File: config.mk
export PLATFORM = sky130hd
export DESIGN_NAME = spi_req_port
export DESIGN_NICKNAME = d
export VERILOG_FILES = /design/src/rtl/spi_req_pkg.sv /design/src/rtl/spi_req_sync.sv /design/src/rtl/spi_req_edge.sv /design/src/rtl/spi_req_sclkgen.sv /design/src/rtl/spi_req_port.sv
export SDC_FILE = /design/constraint.sdc
export NUM_CORES = 1
export LEC_CHECK = 0
export BUFFER_PORTS_ARGS = -buffer_cell sky130_fd_sc_hd__buf_2
export CORE_MARGIN = 5
export CORE_UTILIZATION = 45
export DETAILED_ROUTE_END_ITERATION = 8
export PLACE_DENSITY = 0.66
export SKIP_CTS_REPAIR_TIMING = 1
export SLEW_MARGIN = 5
export SYNTH_ARGS = -nofsm -noshare
export SYNTH_HDL_FRONTEND = slang
export SYNTH_SLANG_ARGS = --single-unit
File: constraint.sdc
create_clock -name clk -period 7.7 [get_ports clk]
set_input_delay 1.54 -clock clk [delete_from_list [all_inputs] [get_ports clk]]
set_output_delay 1.54 -clock clk [all_outputs]
set_load 0.03 [all_outputs]
File: src/rtl/spi_req_pkg.sv
package spi_req_pkg;

    typedef enum logic [1:0] {
        ST_IDLE  = 2'd0,
        ST_READY = 2'd1,
        ST_SHIFT = 2'd2
    } port_st_t;

endpackage

File: src/rtl/spi_req_sync.sv
module spi_req_sync #(
    parameter int              N       = 1,
    parameter logic [N-1:0]    RST_VAL = '0
) (
    input  logic         clk,
    input  logic         rst_n,
    input  logic [N-1:0] d,
    output logic [N-1:0] q
);

    logic [N-1:0] meta;

    for (genvar i = 0; i < N; i++) begin : g_bit
        always_ff @(posedge clk or negedge rst_n) begin
            if (!rst_n) begin
                meta[i] <= RST_VAL[i];
                q[i]    <= RST_VAL[i];
            end else begin
                meta[i] <= d[i];
                q[i]    <= meta[i];
            end
        end
    end

endmodule

File: src/rtl/spi_req_edge.sv
module spi_req_edge #(
    parameter int           N       = 1,
    parameter logic [N-1:0] RST_VAL = '0
) (
    input  logic         clk,
    input  logic         rst_n,
    input  logic [N-1:0] lvl,
    output logic [N-1:0] rise,
    output logic [N-1:0] fall
);

    logic [N-1:0] prev;

    always_ff @(posedge clk or negedge rst_n) begin
        if (!rst_n) prev <= RST_VAL;
        else        prev <= lvl;
    end

    for (genvar i = 0; i < N; i++) begin : g_det
        assign rise[i] = lvl[i] & ~prev[i];
        assign fall[i] = ~lvl[i] & prev[i];
    end

endmodule

File: src/rtl/spi_req_sclkgen.sv
module spi_req_sclkgen #(
    parameter int HALF_W = 8
) (
    input  logic              clk,
    input  logic              rst_n,
    input  logic              run,
    input  logic [HALF_W-1:0] half,
    output logic              sck,
    output logic              rise,
    output logic              fall
);

    logic [HALF_W-1:0] cnt;
    logic [HALF_W-1:0] reload;
    logic              toggle;

    always_comb begin
        reload = (half == '0) ? '0 : half - 1'b1;
        toggle = run && (cnt == '0);
        rise   = toggle && !sck;
        fall   = toggle && sck;
    end

    always_ff @(posedge clk or negedge rst_n) begin
        if (!rst_n) begin
            cnt <= '0;
            sck <= 1'b0;
        end else if (!run) begin
            cnt <= reload;
            sck <= 1'b0;
        end else if (toggle) begin
            cnt <= reload;
            sck <= ~sck;
        end else begin
            cnt <= cnt - 1'b1;
        end
    end

endmodule

File: src/rtl/spi_req_port.sv
module spi_req_port
    import spi_req_pkg::*;
#(
    parameter int W      = 24,
    parameter int HALF_W = 8
) (
    input  logic              clk,
    input  logic              rst_n,
    input  logic              mode_master,
    input  logic [1:0]        req_en,
    input  logic [HALF_W-1:0] sck_half,
    input  logic              tx_load,
    input  logic [W-1:0]      tx_word,
    output logic [W-1:0]      rx_word,
    output logic              rx_valid,
    output logic              berr,
    input  logic              berr_clr,
    input  logic              sck_i,
    input  logic              ss_n_i,
    input  logic              mosi_i,
    output logic              miso_o,
    output logic              miso_oe,
    output logic              sck_o,
    output logic              sck_oe,
    output logic              mosi_o,
    input  logic              miso_i,
    input  logic              req_n_i,
    output logic              req_n_o,
    output logic              req_oe
);

    localparam int               CNT_W    = $clog2(W + 1);
    localparam logic [CNT_W-1:0] LAST_BIT = CNT_W'(W - 1);
    localparam logic [CNT_W-1:0] ALL_BITS = CNT_W'(W);

    // synchronized pins: {req_n, mosi, ss_n, sck}
    logic [3:0] sync_q;
    logic [1:0] edg_r, edg_f;
    logic       ss_act, mosi_s, sck_rise, sck_fall, req_fall, req_rise;
    logic       hs_en;

    spi_req_sync #(.N(4), .RST_VAL(4'b1010)) u_sync (
        .clk   (clk),
        .rst_n (rst_n),
        .d     ({req_n_i, mosi_i, ss_n_i, sck_i}),
        .q     (sync_q)
    );

    spi_req_edge #(.N(2), .RST_VAL(2'b10)) u_edge (
        .clk   (clk),
        .rst_n (rst_n),
        .lvl   ({sync_q[3], sync_q[0]}),
        .rise  (edg_r),
        .fall  (edg_f)
    );

    assign ss_act   = ~sync_q[1];
    assign mosi_s   = sync_q[2];
    assign sck_rise = edg_r[0] & ss_act;
    assign sck_fall = edg_f[0] & ss_act;
    assign req_rise = edg_r[1];
    assign req_fall = edg_f[1];
    assign hs_en    = |req_en;

    port_st_t         st, st_nx;
    logic             mode_q, mode_chg;
    logic [W-1:0]     hold, sh;
    logic             hold_full;
    logic [W-2:0]     rsh;
    logic [CNT_W-1:0] bit_cnt;
    logic             arm;
    logic             start_w, cap_en, cap_bit, shf_en;
    logic             m_run, sck_q, m_rise, m_fall;

    assign m_run = mode_master && (st == ST_SHIFT);

    spi_req_sclkgen #(.HALF_W(HALF_W)) u_sclk (
        .clk   (clk),
        .rst_n (rst_n),
        .run   (m_run),
        .half  (sck_half),
        .sck   (sck_q),
        .rise  (m_rise),
        .fall  (m_fall)
    );

    assign mode_chg = mode_master != mode_q;

    // next-state logic
    always_comb begin
        st_nx = st;
        unique case (st)
            ST_IDLE: begin
                if (mode_chg)                        st_nx = ST_IDLE;
                else if (!mode_master && hold_full)  st_nx = ST_READY;
                else if (mode_master && arm)         st_nx = ST_SHIFT;
            end
            ST_READY: begin
                if (mode_chg || mode_master)         st_nx = ST_IDLE;
                else if (sck_rise)                   st_nx = ST_SHIFT;
            end
            ST_SHIFT: begin
                if (mode_chg)                        st_nx = ST_IDLE;
                else if (mode_master) begin
                    if (m_fall && bit_cnt == ALL_BITS) st_nx = ST_IDLE;
                end else begin
                    if (!ss_act)                     st_nx = ST_IDLE;
                    else if (sck_rise && bit_cnt == LAST_BIT) st_nx = ST_IDLE;
                end
            end
            default:                                 st_nx = ST_IDLE;
        endcase
    end

    // state register
    always_ff @(posedge clk or negedge rst_n) begin
        if (!rst_n) st <= ST_IDLE;
        else        st <= st_nx;
    end

    // shift strobes
    always_comb begin
        start_w = (st == ST_IDLE) && (st_nx != ST_IDLE);
        if (mode_master) begin
            cap_en  = (st == ST_SHIFT) && m_rise;
            cap_bit = miso_i;
            shf_en  = (st == ST_SHIFT) && m_fall && (bit_cnt != ALL_BITS);
        end else begin
            cap_en  = ((st == ST_READY) || (st == ST_SHIFT)) && sck_rise;
            cap_bit = mosi_s;
            shf_en  = (st == ST_SHIFT) && sck_fall;
        end
    end

    // datapath registers
    always_ff @(posedge clk or negedge rst_n) begin
        if (!rst_n) begin
            mode_q    <= 1'b0;
            hold      <= '0;
            hold_full <= 1'b0;
            sh        <= '0;
            rsh       <= '0;
            bit_cnt   <= '0;
            rx_word   <= '0;
            rx_valid  <= 1'b0;
            arm       <= 1'b0;
            berr      <= 1'b0;
        end else begin
            mode_q   <= mode_master;
            rx_valid <= 1'b0;

            if (start_w) begin
                sh        <= hold;
                hold_full <= 1'b0;
            end else if (shf_en) begin
                sh <= {sh[W-2:0], 1'b0};
            end
            if (tx_load) begin
                hold      <= tx_word;
                hold_full <= 1'b1;
            end

            if (cap_en) begin
                rsh     <= {rsh[W-3:0], cap_bit};
                bit_cnt <= bit_cnt + 1'b1;
                if (bit_cnt == LAST_BIT) begin
                    rx_word  <= {rsh, cap_bit};
                    rx_valid <= 1'b1;
                end
            end
            if (st_nx == ST_IDLE) bit_cnt <= '0;

            if (!mode_master || !hs_en)   arm <= 1'b0;
            else if (req_fall)            arm <= 1'b1;
            else if (start_w || req_rise) arm <= 1'b0;

            if (mode_master && ss_act) berr <= 1'b1;
            else if (berr_clr)         berr <= 1'b0;
        end
    end

    // pin outputs
    always_comb begin
        req_oe  = rst_n && !mode_master && hs_en;
        req_n_o = !(!mode_master && (st == ST_READY));
        miso_oe = rst_n && !mode_master && ss_act;
        miso_o  = sh[W-1];
        mosi_o  = sh[W-1];
        sck_o   = sck_q;
        sck_oe  = rst_n && mode_master;
    end

endmodule

**Yosys cells after proc, flatten, opt, wreduce, memory -nomap -nowiden**

Index checks and enable logic that the tools add are counted.

- Register bits: 126
- Input bits: 44
- Output and inout bits: 33

- $add $sub $neg: 3
- Eq/ne operators: 7
- Muxes and demuxes: 32
- Bitwise operators: 12
- Reductions and logical operators: 40

Operators by type and width:

| cell | number |
|---|---|
| two-way mux 24 bit | 2 |
| two-way mux 8 bit | 3 |
| logical AND 1 bit | 20 |
| two-way mux 2 bit | 10 |
| logical NOT 8 bit | 2 |
| subtractor 8 x 1 -> 8 bit (second input constant) | 2 |
| two-way mux 1 bit | 14 |
| equality test 5 bit (second input constant) | 2 |
| two-way mux 5 bit | 2 |
| nonzero test 2 bit | 5 |
| AND 1 bit | 6 |
| inverter 1 bit | 6 |
| case mux 2 bit (3 select lines) | 1 |
| adder 5 x 1 -> 5 bit (second input constant) | 1 |
| inequality test 5 bit (second input constant) | 1 |
| logical NOT 1 bit | 4 |
| logical NOT 2 bit | 2 |
| logical OR 1 bit | 4 |
| nonzero test 3 bit | 1 |
| equality test 2 x 1 -> 1 bit (second input constant) | 1 |
| equality test 2 bit (second input constant) | 1 |
| inequality test 2 bit (second input constant) | 1 |
| AND reduction 2 bit | 1 |
| OR reduction 2 bit | 1 |
| inequality test 1 bit | 1 |

**Longest topological paths before layout**

- Word-level depth: 15
- Depth in mapped cells: 9
- Gate-level depth less buffers: 7

**Hierarchy**

Synthesis repeated with hierarchy kept, for this count alone.

- Cells, all modules: 402
- Area, all modules: 5719.2 um2

Modules (own cells, without submodules):

| module | instances | cells each | area each (um2) |
|---|---|---|---|
| spi_req_port | 1 | 320 | 4780.8 |
| spi_req_sclkgen | 1 | 68 | 646.9 |
| spi_req_sync | 1 | 8 | 205.2 |
| spi_req_edge | 1 | 6 | 86.3 |

**Least setup slack after synthesis**

No wires, ideal clock.

- Path type: input to output
- From: input port mode_master
- To: output port miso_oe
- Arrival: 2.365 ns
- Slack: 3.795 ns
- Cell stages on the path: 4
- Buffers on the path: 1
- Cell sequence: clkbuf_1 > inv_1 > nand2_1 > nor2_1

- Word-level cells in the longest chain between the ends: 3

RTL lines:

| element | line | RTL |
|---|---|---|
| start: declaration | spi_req_port.sv:9 | `input logic mode_master,` |
| logical NOT 1 bit | spi_req_port.sv:186 | `miso_oe = rst_n && !mode_master && ss_act;` |
| logical AND 1 bit (2 in series) | spi_req_port.sv:186 |  |
| end: declaration | spi_req_port.sv:22 | `output logic miso_oe,` |

Every way passes these cells.

**Final worst setup path**

- From: input port rst_n
- To: output port req_oe

- Word-level cells in the longest chain between the ends: 2

RTL lines:

| element | line | RTL |
|---|---|---|
| start: declaration | spi_req_port.sv:8 | `input logic rst_n,` |
| logical AND 1 bit (2 in series) | spi_req_port.sv:184 | `req_oe = rst_n && !mode_master && hs_en;` |
| end: declaration | spi_req_port.sv:29 | `output logic req_oe` |

Every way passes these cells.

==> results.py <==
metrics = {
    "cts": {
        "cts_tree": "done",
        "numClockSinks": 126,
        "clk_pin_slew_ns": 0.05,
        "insertion_delay_ns": 0.40,
        "htreeDepth": 4,
        "cts_buffers": 17,
        "clockBufferDepth": 2,
        "clockRootBuffer": "clkbuf_16",
    },
    "power": {
        "p_leak_uw": 0.003141,
        "powerDensity_nw_per_um2": 269.1,
        "pwr-share-comb_pct": 14.2,
        "p_int_uw": 1342,
        "clock_power_share_pct": 40.0,
        "swShare_pct": 23.45,
        "p_total_uw": 1753,
        "p_sw_uw": 411.2,
        "ir_worst_vdd_uv": 178.0,
        "pwr-share-seq_pct": 45.8,
    },
    "critical_path": {
        "cp.required_ns": 6.16,
        "crit_chain": "buf_4, nand2_1, nor2_1, buf_2",
        "crit_type": "in -> out",
        "cp-end-kind": "primary output",
        "r2r_setup_slack_ns": 4.60,
        "cp_max_fo": 50,
        "max_stage_delay_ns": 0.48,
        "regToRegEndpoint": "rsh[15]$_DFFE_PN0P_",
        "slowest_stage": "buf_4",
        "reg2reg_from": "u_sclk.cnt[0]$_DFF_PN0_",
        "r2r_cells": 6,
        "critPathLaunchType": "input pin",
        "cp.arrival_ns": 2.61,
    },
    "timing": {
        "hold_violations": 0,
        "fin_worst_skew_ns": 0.007429,
        "rsz0062_at_grt": "false",
        "fin_tns_setup_ns": 0,
        "worst_pin_slew_ns": 1.141,
        "maxSlewHeadroom_pct": 23.92,
        "drv_slew": 0,
        "post-route-min-period_ns": 4.148,
        "setup_viol": 0,
        "min_period_over_period_pct": 53.87,
        "fmax_mhz": 241.1,
    },
    "status": {
        "status": "completed",
    },
    "synth": {
        "yosys-top-cells-area": "dfrtp_1, mux2_2, dfstp_2",
        "yosysTopAreaCell": "dfrtp_1",
        "syn_inst": 403,
        "synth_ff_type": "dfrtp_1",
        "yosysSeqAreaShare_pct": 57.52,
        "yosysWarnings": 0,
        "netlist_top_cells_count": "dfrtp_1, mux2_2, inv_1, nand2_1, nor2_1",
        "post-synth-top-count-cell": "dfrtp_1",
        "synth_edf_count": 0,
        "synth_cell_types": 48,
        "async_flop_share_pct": 100.0,
        "syn-cell-area_um2": 5493,
        "syn-num-nets": 457,
        "ys_ff_latch": 126,
        "yosys.area.top_type_share_pct": 55.13,
        "avgSynthCellArea_um2": 13.63,
    },
    "die": {
        "io_pins": 77,
        "start_util_pct": 45.73,
        "core-area_um2": 12010,
        "die_h_um": 120.5,
        "die_area_um2": 14520,
        "die_width_um": 120.5,
        "num_rows": 40,
    },
    "min_path": {
        "hold_depth": 0,
        "min_to": "u_sync.q[3]$_DFF_PN1_",
        "hold_path_class": "reg -> reg",
        "worstHoldStart": "u_sync.meta[3]$_DFF_PN1_",
    },
    "place": {
        "place.gp.congestion": 0.8707,
        "portBuffers": 76,
        "dpl_cell_area_um2": 5996,
        "place_inst": 614,
        "dp_hpwl_mm": 6.937,
    },
    "global_route": {
        "grt_pass1_wl_mm": 17.52,
        "grt_max_degree": 80,
        "grt_pass1_vias": 3612,
        "gr-usage-all-layers_pct": 15.22,
        "antenna_found_initial": 1,
        "grt_overflow": 0,
    },
    "run": {
        "drv_cap": 0,
    },
    "routing": {
        "wl_per_cell_um": 15.43,
        "drt_wl_total_mm": 9.919,
        "ant_nets": 0,
        "route.detailed.drc": 0,
        "vias_per_cell": 5.176,
        "drt_iter0_markers": 105,
        "vias": 3328,
        "drt-pass1-iter-count": 4,
    },
    "finish": {
        "fin_area_um2": 6516,
        "final_cells": 643,
        "fillers": 1008,
        "drive_gt1_share_pct": 46.17,
        "nNetsFinal": 540,
        "diodes": 0,
        "areaGrowthSynthToFinish_pct": 18.63,
        "seqCellArea_um2": 3159,
        "multi_input_area_um2": 2180,
    },
}
[worst max-delay path: cells and delay by family]
family	cells	cell delay, ns
and+or+nand+nor	2	0.33
buffers and inverters	2	0.71
[cells in the final DEF (no fill, tap or decap), drive strengths merged, types with 3 or more instances in the layout]
master  count
dfrtp     121
mux2      114
buf        79
clkbuf     21
inv        18
nand2      17
nor2       14
xnor2      10
ha         10
o21ai      10
o22ai       9
xor2        6
a21oi       5
clkinv      5
dfstp       5
nor4        4
nor3        4
nor2b       3
nor3b       3
nand3       3
mux2i       3
[cell type report]
class,count,area share [%]
multi-input cells,244,33.45
inverters,18,1.037
flip-flops and latches,126,48.48
clock inverters,8,1.075
well taps,147,2.823
clock buffers,21,6.912
repair buffers,79,6.221
[logic make-up after synthesis]
family          share of synthesized area, %
buf+inv                                2.870
compound gates                         4.487
fa+ha+maj                              2.278
flops                                  57.52
xor+xnor                               2.551
simple gates                           6.310
mux                                    23.99
[power by group through the flow]
stage | clock, µW | combinational (µW) | sequential (µW)
finish | 701 | 249 | 803
global placement | 0 | 242 | 810
CTS | 720 | 253 | 804
floorplan | 0 | 192 | 803
global route | 753 | 278 | 814
detailed placement | 0 | 252 | 814
[flip-flops by register name (all words and copies together), names as in the netlist, 2 cells and up]
register,count
u_sync.meta,4
rsh,23
u_sclk.cnt,8
u_edge.prev,2
rx_word,24
bit_cnt,5
hold,24
u_sync.q,4
st,2
sh,24
[layer usage]
metal / routed length, µm / share of wire [%] / vias to the layer above / global-route usage [%]
met1: 4281 / 43 / 1661 / 18.82
met4: 138 / 1.4 / 2 / 5.099
met2: 5034 / 51 / 55 / 25.08
li1: - / - / 1594 / -
met5: 20 / 0.20 / - / 0
met3: 444 / 4.5 / 16 / 5.145
[metrics by stage]
| stage | utilization, % | setup slack [ns] | hold slack, ns |
|---|---|---|---|
| 6_report | 54.25 | 3.552 | 0.3478 |
| 5_1_grt | 54.25 | 3.375 | 0.3513 |
| 4_1_cts | 54.25 | 3.485 | 0.3495 |
| 3_3_place_gp | 49.92 | 3.488 | 0.3336 |
| 3_5_place_dp | 49.92 | 3.480 | 0.3403 |
| 2_1_floorplan | - | 3.795 | 0.3312 |
[how the worst max path moves through the flow]
stage	start	end	slack [ns]	depth (start not counted)
final	rst_n	req_oe	3.55	4
after global routing	rst_n	req_oe	3.37	4
after CTS	rst_n	req_oe	3.49	4
after detailed placement	rst_n	req_oe	3.48	4
after global placement	rst_n	req_oe	3.49	4
after floorplan	mode_master	miso_oe	3.79	4
Power figures use the tool's default switching activity.
